<file path="src/rtl/cfg_slot_pkg.sv">
package cfg_slot_pkg;

    typedef enum logic [2:0] {
        ST_IDLE  = 3'd0,
        ST_LOAD  = 3'd1,
        ST_WAIT  = 3'd2,
        ST_RSTP  = 3'd3,
        ST_RUN   = 3'd4,
        ST_FAULT = 3'd5
    } seq_state_e;

    // Which trigger caused an accepted request
    typedef enum logic [1:0] {
        TRG_NONE   = 2'd0,
        TRG_LOADER = 2'd1,
        TRG_USER   = 2'd2,
        TRG_CHAIN  = 2'd3
    } trig_src_e;

    // A user slot must be non-zero and inside the slot range
    function automatic logic user_slot_ok(input int unsigned sel, input int unsigned nslots);
        return (sel != 0) && (sel < nslots);
    endfunction

    // States in which a new request may be accepted
    function automatic logic state_accepts(input seq_state_e st);
        return (st == ST_IDLE) || (st == ST_RUN) || (st == ST_FAULT);
    endfunction

    function automatic logic state_busy(input seq_state_e st);
        return (st == ST_LOAD) || (st == ST_WAIT) || (st == ST_RSTP);
    endfunction

endpackage

</file>
<file path="src/rtl/cfg_sync_edge.sv">
module cfg_sync_edge #(
    parameter int W = 3
) (
    input  logic         clk,
    input  logic         rst,
    input  logic [W-1:0] async_i,
    output logic [W-1:0] rise_o
);
    logic [W-1:0] meta_q;
    logic [W-1:0] sync_q;
    logic [W-1:0] prev_q;

    for (genvar i = 0; i < W; i++) begin : g_bit
        always_ff @(posedge clk) begin
            if (rst) begin
                meta_q[i] <= 1'b0;
                sync_q[i] <= 1'b0;
                prev_q[i] <= 1'b0;
            end else begin
                meta_q[i] <= async_i[i];
                sync_q[i] <= meta_q[i];
                prev_q[i] <= sync_q[i];
            end
        end
        assign rise_o[i] = sync_q[i] & ~prev_q[i];
    end

endmodule

</file>
<file path="src/rtl/cfg_trigger_sel.sv">
module cfg_trigger_sel
    import cfg_slot_pkg::*;
#(
    parameter int NUM_SLOTS = 6,
    parameter int SEL_W     = 3,
    parameter int SLOT_W    = 3
) (
    input  seq_state_e        state_i,
    input  logic              ld_rise_i,
    input  logic              usr_rise_i,
    input  logic              chn_rise_i,
    input  logic [SEL_W-1:0]  sel_i,
    input  logic [SLOT_W-1:0] cur_slot_i,
    output logic              go_o,
    output logic              reject_o,
    output trig_src_e         src_o,
    output logic [SLOT_W-1:0] tgt_o
);
    logic              accept;
    logic              running;
    logic [SLOT_W:0]   next_slot;

    assign accept    = state_accepts(state_i);
    assign running   = (state_i == ST_RUN);
    assign next_slot = {1'b0, cur_slot_i} + (SLOT_W+1)'(1);

    // Priority: loader button, then user button, then chaining request
    always_comb begin
        go_o     = 1'b0;
        reject_o = 1'b0;
        src_o    = TRG_NONE;
        tgt_o    = '0;
        if (accept && ld_rise_i) begin
            go_o  = 1'b1;
            src_o = TRG_LOADER;
        end else if (accept && usr_rise_i) begin
            src_o = TRG_USER;
            if (user_slot_ok(32'(sel_i), NUM_SLOTS)) begin
                go_o  = 1'b1;
                tgt_o = sel_i[SLOT_W-1:0];
            end else begin
                reject_o = 1'b1;
            end
        end else if (running && chn_rise_i) begin
            src_o = TRG_CHAIN;
            if (32'(next_slot) < NUM_SLOTS) begin
                go_o  = 1'b1;
                tgt_o = next_slot[SLOT_W-1:0];
            end else begin
                reject_o = 1'b1;
            end
        end
    end

endmodule

</file>
<file path="src/rtl/cfg_word_streamer.sv">
module cfg_word_streamer #(
    parameter int ADDR_W      = 9,
    parameter int DATA_W      = 16,
    parameter int IMAGE_WORDS = 48
) (
    input  logic              clk,
    input  logic              rst,
    input  logic              start_i,
    input  logic [ADDR_W-1:0] base_i,
    output logic              flash_rd_o,
    output logic [ADDR_W-1:0] flash_addr_o,
    input  logic [DATA_W-1:0] flash_data_i,
    output logic              cfg_valid_o,
    output logic [DATA_W-1:0] cfg_data_o,
    output logic              last_o
);
    localparam int CNT_W = $clog2(IMAGE_WORDS + 1);
    localparam logic [CNT_W-1:0] LAST_IDX = CNT_W'(IMAGE_WORDS - 1);

    logic              active_q;
    logic [CNT_W-1:0]  cnt_q;
    logic [ADDR_W-1:0] addr_q;
    logic              rd_d_q;
    logic              last_d_q;
    logic              valid_q;
    logic              last_q;
    logic [DATA_W-1:0] data_q;

    // Address stage
    always_ff @(posedge clk) begin
        if (rst) begin
            active_q <= 1'b0;
            cnt_q    <= '0;
            addr_q   <= '0;
        end else if (start_i) begin
            active_q <= 1'b1;
            cnt_q    <= '0;
            addr_q   <= base_i;
        end else if (active_q) begin
            if (cnt_q == LAST_IDX) begin
                active_q <= 1'b0;
            end else begin
                cnt_q  <= cnt_q + CNT_W'(1);
                addr_q <= addr_q + ADDR_W'(1);
            end
        end
    end

    // Flash latency stage, then output register
    always_ff @(posedge clk) begin
        if (rst) begin
            rd_d_q   <= 1'b0;
            last_d_q <= 1'b0;
            valid_q  <= 1'b0;
            last_q   <= 1'b0;
            data_q   <= '0;
        end else begin
            rd_d_q   <= active_q;
            last_d_q <= active_q && (cnt_q == LAST_IDX);
            valid_q  <= rd_d_q;
            last_q   <= last_d_q;
            if (rd_d_q) begin
                data_q <= flash_data_i;
            end
        end
    end

    assign flash_rd_o   = active_q;
    assign flash_addr_o = addr_q;
    assign cfg_valid_o  = valid_q;
    assign cfg_data_o   = data_q;
    assign last_o       = valid_q & last_q;

endmodule

</file>
<file path="src/rtl/cfg_slot_loader.sv">
module cfg_slot_loader
    import cfg_slot_pkg::*;
#(
    parameter int NUM_SLOTS    = 6,
    parameter int SLOT_WORDS   = 4096,
    parameter int IMAGE_WORDS  = 4000,
    parameter int DATA_W       = 16,
    parameter int SEL_W        = 3,
    parameter int DONE_TIMEOUT = 1024,
    parameter int RST_CYCLES   = 16,
    localparam int SLOT_W      = (NUM_SLOTS > 1) ? $clog2(NUM_SLOTS) : 1,
    localparam int ADDR_W      = $clog2(NUM_SLOTS * SLOT_WORDS)
) (
    input  logic              clk,
    input  logic              rst,
    input  logic              btn_loader_i,
    input  logic              btn_user_i,
    input  logic [SEL_W-1:0]  slot_sel_i,
    input  logic              chain_req_i,
    output logic              flash_rd_o,
    output logic [ADDR_W-1:0] flash_addr_o,
    input  logic [DATA_W-1:0] flash_data_i,
    output logic              cfg_start_o,
    output logic              cfg_valid_o,
    output logic [DATA_W-1:0] cfg_data_o,
    input  logic              cfg_done_i,
    output logic              user_rst_o,
    output logic              busy_o,
    output logic [SLOT_W-1:0] cur_slot_o,
    output logic              err_sel_o,
    output logic              err_timeout_o
);
    localparam int TMO_W = $clog2(DONE_TIMEOUT + 1);
    localparam int RPC_W = $clog2(RST_CYCLES + 1);
    localparam logic [TMO_W-1:0]  TMO_LAST  = TMO_W'(DONE_TIMEOUT - 1);
    localparam logic [RPC_W-1:0]  RSTP_LAST = RPC_W'(RST_CYCLES - 1);
    localparam logic [ADDR_W-1:0] SLOT_SPAN = ADDR_W'(SLOT_WORDS);

    seq_state_e        state_q;
    logic [TMO_W-1:0]  tmo_q;
    logic [RPC_W-1:0]  rstp_q;
    logic [SLOT_W-1:0] slot_q;
    logic              err_sel_q;
    logic              start_q;
    logic [1:0]        done_sync_q;

    logic [2:0]        rise;
    logic              go;
    logic              reject;
    trig_src_e         src;
    logic [SLOT_W-1:0] tgt;
    logic [ADDR_W-1:0] base;
    logic              stream_last;
    logic              done_lvl;

    cfg_sync_edge #(.W(3)) i_sync (
        .clk     (clk),
        .rst     (rst),
        .async_i ({chain_req_i, btn_user_i, btn_loader_i}),
        .rise_o  (rise)
    );

    cfg_trigger_sel #(
        .NUM_SLOTS (NUM_SLOTS),
        .SEL_W     (SEL_W),
        .SLOT_W    (SLOT_W)
    ) i_trig (
        .state_i    (state_q),
        .ld_rise_i  (rise[0]),
        .usr_rise_i (rise[1]),
        .chn_rise_i (rise[2]),
        .sel_i      (slot_sel_i),
        .cur_slot_i (slot_q),
        .go_o       (go),
        .reject_o   (reject),
        .src_o      (src),
        .tgt_o      (tgt)
    );

    assign base = ADDR_W'(tgt) * SLOT_SPAN;

    cfg_word_streamer #(
        .ADDR_W      (ADDR_W),
        .DATA_W      (DATA_W),
        .IMAGE_WORDS (IMAGE_WORDS)
    ) i_stream (
        .clk          (clk),
        .rst          (rst),
        .start_i      (go),
        .base_i       (base),
        .flash_rd_o   (flash_rd_o),
        .flash_addr_o (flash_addr_o),
        .flash_data_i (flash_data_i),
        .cfg_valid_o  (cfg_valid_o),
        .cfg_data_o   (cfg_data_o),
        .last_o       (stream_last)
    );

    // Done comes from the device domain
    always_ff @(posedge clk) begin
        if (rst) begin
            done_sync_q <= '0;
        end else begin
            done_sync_q <= {done_sync_q[0], cfg_done_i};
        end
    end
    assign done_lvl = done_sync_q[1];

    always_ff @(posedge clk) begin
        if (rst) begin
            state_q   <= ST_IDLE;
            tmo_q     <= '0;
            rstp_q    <= '0;
            slot_q    <= '0;
            err_sel_q <= 1'b0;
            start_q   <= 1'b0;
        end else begin
            start_q <= 1'b0;
            if (reject) begin
                err_sel_q <= 1'b1;
            end
            unique case (state_q)
                ST_IDLE, ST_RUN, ST_FAULT: begin
                    if (go) begin
                        state_q <= ST_LOAD;
                        slot_q  <= tgt;
                        start_q <= (src != TRG_NONE);
                    end
                end
                ST_LOAD: begin
                    if (stream_last) begin
                        state_q <= ST_WAIT;
                        tmo_q   <= '0;
                    end
                end
                ST_WAIT: begin
                    if (done_lvl) begin
                        state_q <= ST_RSTP;
                        rstp_q  <= '0;
                    end else if (tmo_q == TMO_LAST) begin
                        state_q <= ST_FAULT;
                    end else begin
                        tmo_q <= tmo_q + TMO_W'(1);
                    end
                end
                ST_RSTP: begin
                    if (rstp_q == RSTP_LAST) begin
                        state_q <= ST_RUN;
                    end else begin
                        rstp_q <= rstp_q + RPC_W'(1);
                    end
                end
                default: state_q <= ST_IDLE;
            endcase
        end
    end

    assign cfg_start_o   = start_q;
    assign user_rst_o    = (state_q != ST_RUN);
    assign busy_o        = state_busy(state_q);
    assign cur_slot_o    = slot_q;
    assign err_sel_o     = err_sel_q;
    assign err_timeout_o = (state_q == ST_FAULT);

endmodule

</file>
<file path="config.mk">
export PLATFORM = sky130hd
export DESIGN_NAME = cfg_slot_loader
export DESIGN_NICKNAME = d
export VERILOG_FILES = /design/src/rtl/cfg_slot_pkg.sv /design/src/rtl/cfg_sync_edge.sv /design/src/rtl/cfg_trigger_sel.sv /design/src/rtl/cfg_word_streamer.sv /design/src/rtl/cfg_slot_loader.sv
export SDC_FILE = /design/constraint.sdc
export NUM_CORES = 1
export LEC_CHECK = 0
export ABC_AREA = 0
export BUFFER_PORTS_ARGS = -buffer_cell sky130_fd_sc_hd__buf_2
export CAP_MARGIN = 40
export CORE_UTILIZATION = 55
export DETAILED_ROUTE_END_ITERATION = 10
export PLACE_DENSITY = 0.79
export SYNTH_ARGS = -nofsm -noshare
export SYNTH_HDL_FRONTEND = slang
export SYNTH_SLANG_ARGS = --single-unit
</file>
<file path="constraint.sdc">
create_clock -name clk -period 2.6 [get_ports clk]
set_input_delay 0.52 -clock clk [delete_from_list [all_inputs] [get_ports clk]]
set_output_delay 0.52 -clock clk [all_outputs]
set_load 0.005 [all_outputs]
</file>
==> impl_metrics.toml, run 1 <==
[synthesis]
synthCells = 398
yosys.area.top_type_share_pct = 46.1
synth_ff_type = "dfxtp_1"
synth_edf_count = 0
syn_area_sq_um = 3600
synth_nets = 429
ys_seq_area_share_pct = 46.1
synth_top_cells_by_area = "dfxtp_1 46%, nor2_1 5.9%, mux2i_1 5.6%"
syn_avg_cell_area_sq_um = 9.06
synth.distinct_cells = 52
synth_largest_area_cell = "dfxtp_1"
synthArstFlopShare_pct = 0
synth_warnings = 0
ys_ff_latch = 83

[setup_path]
slowest_stage = "a211oi_1"
endpoint_kind = "register"
ff2ff_setup_slack_ns = 0.55
timing.critical_path.from = "rstp_q[0]"
criticalPathCategory = "reg2reg"
crit_chain = "ha_1 -> and3_1 -> ha_1 -> a211oi_1 -> nand4_1 -> xor2_1 -> nor2_1"
worstPathMaxFanout = 5
crit_family = "compound AO/OA/AOI/OAI gates"
arrival_ns = 2.28
required_ns = 2.83
cp.depth = 7
reg2reg_depth = 7
rr_startpoint = "rstp_q[0]"
start_kind = "register"
critPathMostFrequentCell = "ha_1"
crit_buf_inv = 0
cpPeakStageDelay_ns = 0.56

[timing]
worst_pin_slew_ns = 0.597
whs_ns = 0.380
setup-tns-final_ns = 0
finalMaxSlewViolations = 0
timing.fmax_ghz = 0.487
relSlewSlack_pct = 60.0
clock_skew_ns = 0.00852
rsz0062_at_grt = "false"
setup_viol = 0
post-route-period-util_pct = 78.9
min_period_ns = 2.05
fin_ws_ns = 0.548
finalHoldViolCount = 0

[placement]
post-dp-hpwl_mm = 5.41
io_buffers = 65
dp_slack_ns = 0.534
gp_congestion = 0.811

[floorplanning]
chipHeight_microns = 83.0
io_pins = 66
initial_core_util_pct = 56.8
coreArea_sq_um = 6350
die_w_microns = 83.0
rows = 29
die_area_sq_um = 6880

[final_layout]
diodes = 0
final_nets = 498
final_common_cell = "dfxtp_1"
drive_gt1_share_pct = 20.6
final_cell_mix = "83 x dfxtp_1, 65 x buf_2, 57 x nor2_1"
area_growth_pct = 17.1

[cts]
clkTransAtPathRegs_ns = 0.08
cts_hold_buf = 0
htreeDepth = 3
cts_tree = "yes"
post_cts.repair.setup_buffers = 0
cts_num_sinks = 83
insertion_delay_ns = 0.35
ctsResizeCount = 0
cts_root_buf = "clkbuf_8"
clockBufferDepth = 2
cts_buffers = 9

[min_path]
min-delay-start = "btn_loader_i"
whs_path_depth = 2
hp-class = "in2reg"

[routing]
vias = 3011
dr.first_iter.drc_count = 134
dr.pass1.iters = 4
wirelength_mm = 7.49
route.detailed.drc = 0
wl_per_cell_microns = 13.6
routed_via_density = 5.48
ant_nets = 0

[power_and_ir_drop]
power.leakage_nw = 1.68
fin_total_pwr_mw = 2.43
power_density_nw_per_um2 = 577
irDropWorstVdd_v = 0.000544

[global_route]
grt_use_total_pct = 22.8
gr-total-overflow = 0
grt_pass1_vias = 2877
grt_pass1_wl_mm = 12.8
grt_max_degree = 42
antenna_found_initial = 0

[status]
status = "complete, no violations"

[run]
maxCapViolCount = 0
[Yosys cell counts, drive strengths merged, types with 2 or more instances]
| cell | count |
|---|---|
| nor2b | 17 |
| and4 | 3 |
| nand3 | 22 |
| nor4 | 8 |
| o22ai | 3 |
| ha | 6 |
| nor2 | 57 |
| buf | 4 |
| a21oi | 15 |
| inv | 10 |
| xnor2 | 21 |
| o21ai | 10 |
| nor3b | 2 |
| dfxtp | 83 |
| nor4b | 2 |
| and3 | 8 |
| nand2 | 23 |
| or3 | 2 |
| xor2 | 11 |
| nand2b | 9 |
| and2 | 7 |
| nor3 | 9 |
| a211oi | 3 |
| a22oi | 2 |
| clkbuf | 9 |
| mux2i | 20 |
| nand4 | 13 |
[state kept, by name, indices dropped and copies added, names as in the netlist, 2 cells and up]
signal / count
i_stream.cfg_data_o: 16
i_stream.flash_addr_o: 15
i_stream.cnt_q: 12
tmo_q: 11
rstp_q: 5
cur_slot_o: 3
i_sync.meta_q: 3
i_sync.prev_q: 3
i_sync.sync_q: 3
state_q: 3
done_sync_q: 2
[cells by family after synthesis]
family          after synthesis  synth area share [%]
flops                        83                  46.1
compound gates               48                  9.20
buf+inv                      23                  2.67
fa+ha+maj                     6                  2.08
mux                          20                  5.55
simple gates                186                  26.6
xor+xnor                     32                  7.78
[final cells by class]
type | instances | area [sq um]
clock buffers | 9 | 124
clock inverters | 7 | 77.6
fillers | 522 | 2130
inverters | 10 | 37.5
multi-input cells | 292 | 1850
flip-flops and latches | 83 | 1660
well taps | 77 | 96.3
repair buffers | 71 | 378
[routing by layer]
| layer | up-vias | global-route usage [%] | share of wire, % |
|---|---|---|---|
| met5 | - | 0 | 0 |
| met4 | 0 | 7.52 | 1.1 |
| met3 | 8 | 5.96 | 4.0 |
| met2 | 65 | 37.9 | 49 |
| met1 | 1412 | 28.7 | 46 |
| li1 | 1526 | - | - |
[power by group]
part	leakage [nW]	switching (mW)	internal, mW
Sequential	0.672	0.0301	1.30
Combinational	0.898	0.100	0.0823
Clock	0.105	0.470	0.452
Total	1.68	0.600	1.83
[worst paths after layout]
kind,end
max,rstp_q[3]
min,i_sync.meta_q[0]
min reg2reg,i_stream.last_q
max reg2reg,rstp_q[3]
[through the flow]
| stage | area, sq um | std cells | util, % |
|---|---|---|---|
| 2_1_floorplan | 3600 | 398 | - |
| 3_3_place_gp | 4010 | 532 | 63.1 |
| 3_5_place_dp | 4020 | 533 | 63.3 |
| 4_1_cts | 4220 | 549 | 66.5 |
| 5_1_grt | 4220 | 549 | 66.5 |
| 6_report | 4220 | 549 | 66.5 |
No activity file was read; power rests on OpenSTA's default activity.
==> inputs of run 2 (changes only) <==
- clock period: 2.6 -> 2.1 ns (I/O delays scaled with it)
==> impl_metrics.toml, run 2 (synthesis gave the netlist of run 1 again) <==
[floorplanning]
die_area_sq_um = 6880
initial_core_util_pct = 56.8
chipHeight_microns = 83.0
die_w_microns = 83.0
rows = 29
coreArea_sq_um = 6350
io_pins = 66

[final_layout]
diodes = 0
fin_area_sq_um = 4250
area_growth_pct = 17.8
multi_input_area_sq_um = 1850
final_nets = 503
largest_reg_flops = 16
final_cell_mix = "83 x dfxtp_1, 65 x buf_2, 57 x nor2_1"
final-seq-area_sq_um = 1660
nFillCells = 519
final_common_cell = "dfxtp_1"
final_util_pct = 66.9
layout.cells.non_filler = 554
drive_gt1_share_pct = 21.4

[routing]
vias = 3017
routed_via_density = 5.45
wirelength_mm = 7.15
ant_nets = 0
wl_per_cell_microns = 12.9
dr.first_iter.drc_count = 133
route.detailed.drc = 0
dr.pass1.iters = 5

[power_and_ir_drop]
intPower_mw = 2.19
power_density_nw_per_um2 = 695
p_sw_mw = 0.755
clkPwrFrac_pct = 36.3
irDropWorstVdd_v = 0.000494
power.leakage_nw = 1.70
seqPwrFrac_pct = 55.6
p_comb_share_pct = 8.1
switching_share_pct = 25.6

[placement]
dp.cells = 538
placed_cell_area_sq_um = 4060
gp_congestion = 0.838
post-dp-hpwl_mm = 5.14
io_buffers = 65

[cts]
cts_root_buf = "clkbuf_8"
htreeDepth = 3
insertion_delay_ns = 0.36
cts_num_sinks = 83
cts_tree = "yes"
clkTransAtPathRegs_ns = 0.09
ctsResizeCount = 0
clockBufferDepth = 2
cts_buffers = 9
post_cts.repair.setup_buffers = 0
cts_hold_buf = 0

[timing]
min_period_ns = 1.93
finalHoldViolCount = 0
finalMaxSlewViolations = 0
rsz0062_at_grt = "false"
relSlewSlack_pct = 69.9
setup_viol = 0
post-route-period-util_pct = 92.0
worst_pin_slew_ns = 0.452
setup-tns-final_ns = 0
timing.fmax_ghz = 0.518
clock_skew_ns = 0.0130
whs_ns = 0.268

[setup_path]
endpoint_kind = "register"
worstPathMaxFanout = 11
r2r_end = "state_q[0]"
arrival_ns = 2.20
criticalPathCategory = "reg2reg"
ff2ff_setup_slack_ns = 0.17
reg2reg_depth = 5
rr_startpoint = "state_q[2]"
required_ns = 2.36
timing.critical_path.from = "state_q[2]"
cp-endpoint = "state_q[0]"
start_kind = "register"

[global_route]
grt_use_total_pct = 21.6
grt_max_degree = 42
grt_pass1_wl_mm = 12.2
antenna_found_initial = 0
gr-total-overflow = 0
grt_pass1_vias = 2678

[min_path]
hp-class = "in2reg"

[status]
status = "complete, no violations"

[run]
maxCapViolCount = 0
==> run 2: cell count changes in the layout (fill, tap and decap cells not counted), sizes merged <==
cell,delta
inv,+2
clkinv,-2
bufinv,-1
clkbuf,+1
buf,+5
==> run 2: worst max-delay path: stages, from the launching register on <==
cell       delay (ns)
dfxtp_1          0.48
or3b_4           0.43
a311oi_2         0.25
nand3_2          0.15
and2_4           0.19
a2111oi_2        0.34
==> run 2: worst min-delay path by stage <==
| stage | start | cells after the start | end | slack (ns) |
|---|---|---|---|---|
| floorplan | done_sync_q[0] | 1 | done_sync_q[1] | 0.41 |
| global placement | i_stream.last_d_q | 1 | i_stream.last_q | 0.42 |
| detailed placement | i_sync.meta_q[0] | 1 | i_sync.sync_q[0] | 0.42 |
| CTS | chain_req_i | 2 | i_sync.meta_q[2] | 0.25 |
| global route | chain_req_i | 2 | i_sync.meta_q[2] | 0.26 |
| finish | chain_req_i | 2 | i_sync.meta_q[2] | 0.27 |
==> run 2: per-layer routing <==
metal | wire [microns] | global-route usage, %
met5 | 0 | 0
met1 | 3340 | 27.9
met2 | 3320 | 34.4
met3 | 409 | 6.26
met4 | 89 | 7.84
==> run 2: layout make-up <==
type | count | area share [%]
clock buffers | 10 | 3.24
clock inverters | 6 | 1.06
inverters | 10 | 0.884
multi-input cells | 292 | 43.5
flip-flops and latches | 83 | 39.1
well taps | 77 | 2.27
repair buffers | 76 | 9.90
==> run 2: metrics by stage <==
step	power, mW	worst slack [ns]
after floorplan	1.82	0.266
after global placement	1.91	0.241
after detailed placement	1.92	0.189
after CTS	2.97	0.173
after global routing	3.06	0.0420
final	2.95	0.168
==> run 2: power by group through the flow <==
stage	logic [mW]	clock network, mW	registers [mW]
2_1_floorplan	0.151	0	1.67
3_3_place_gp	0.236	0	1.68
3_5_place_dp	0.241	0	1.68
4_1_cts	0.242	1.09	1.64
5_1_grt	0.266	1.15	1.65
6_report	0.240	1.07	1.64
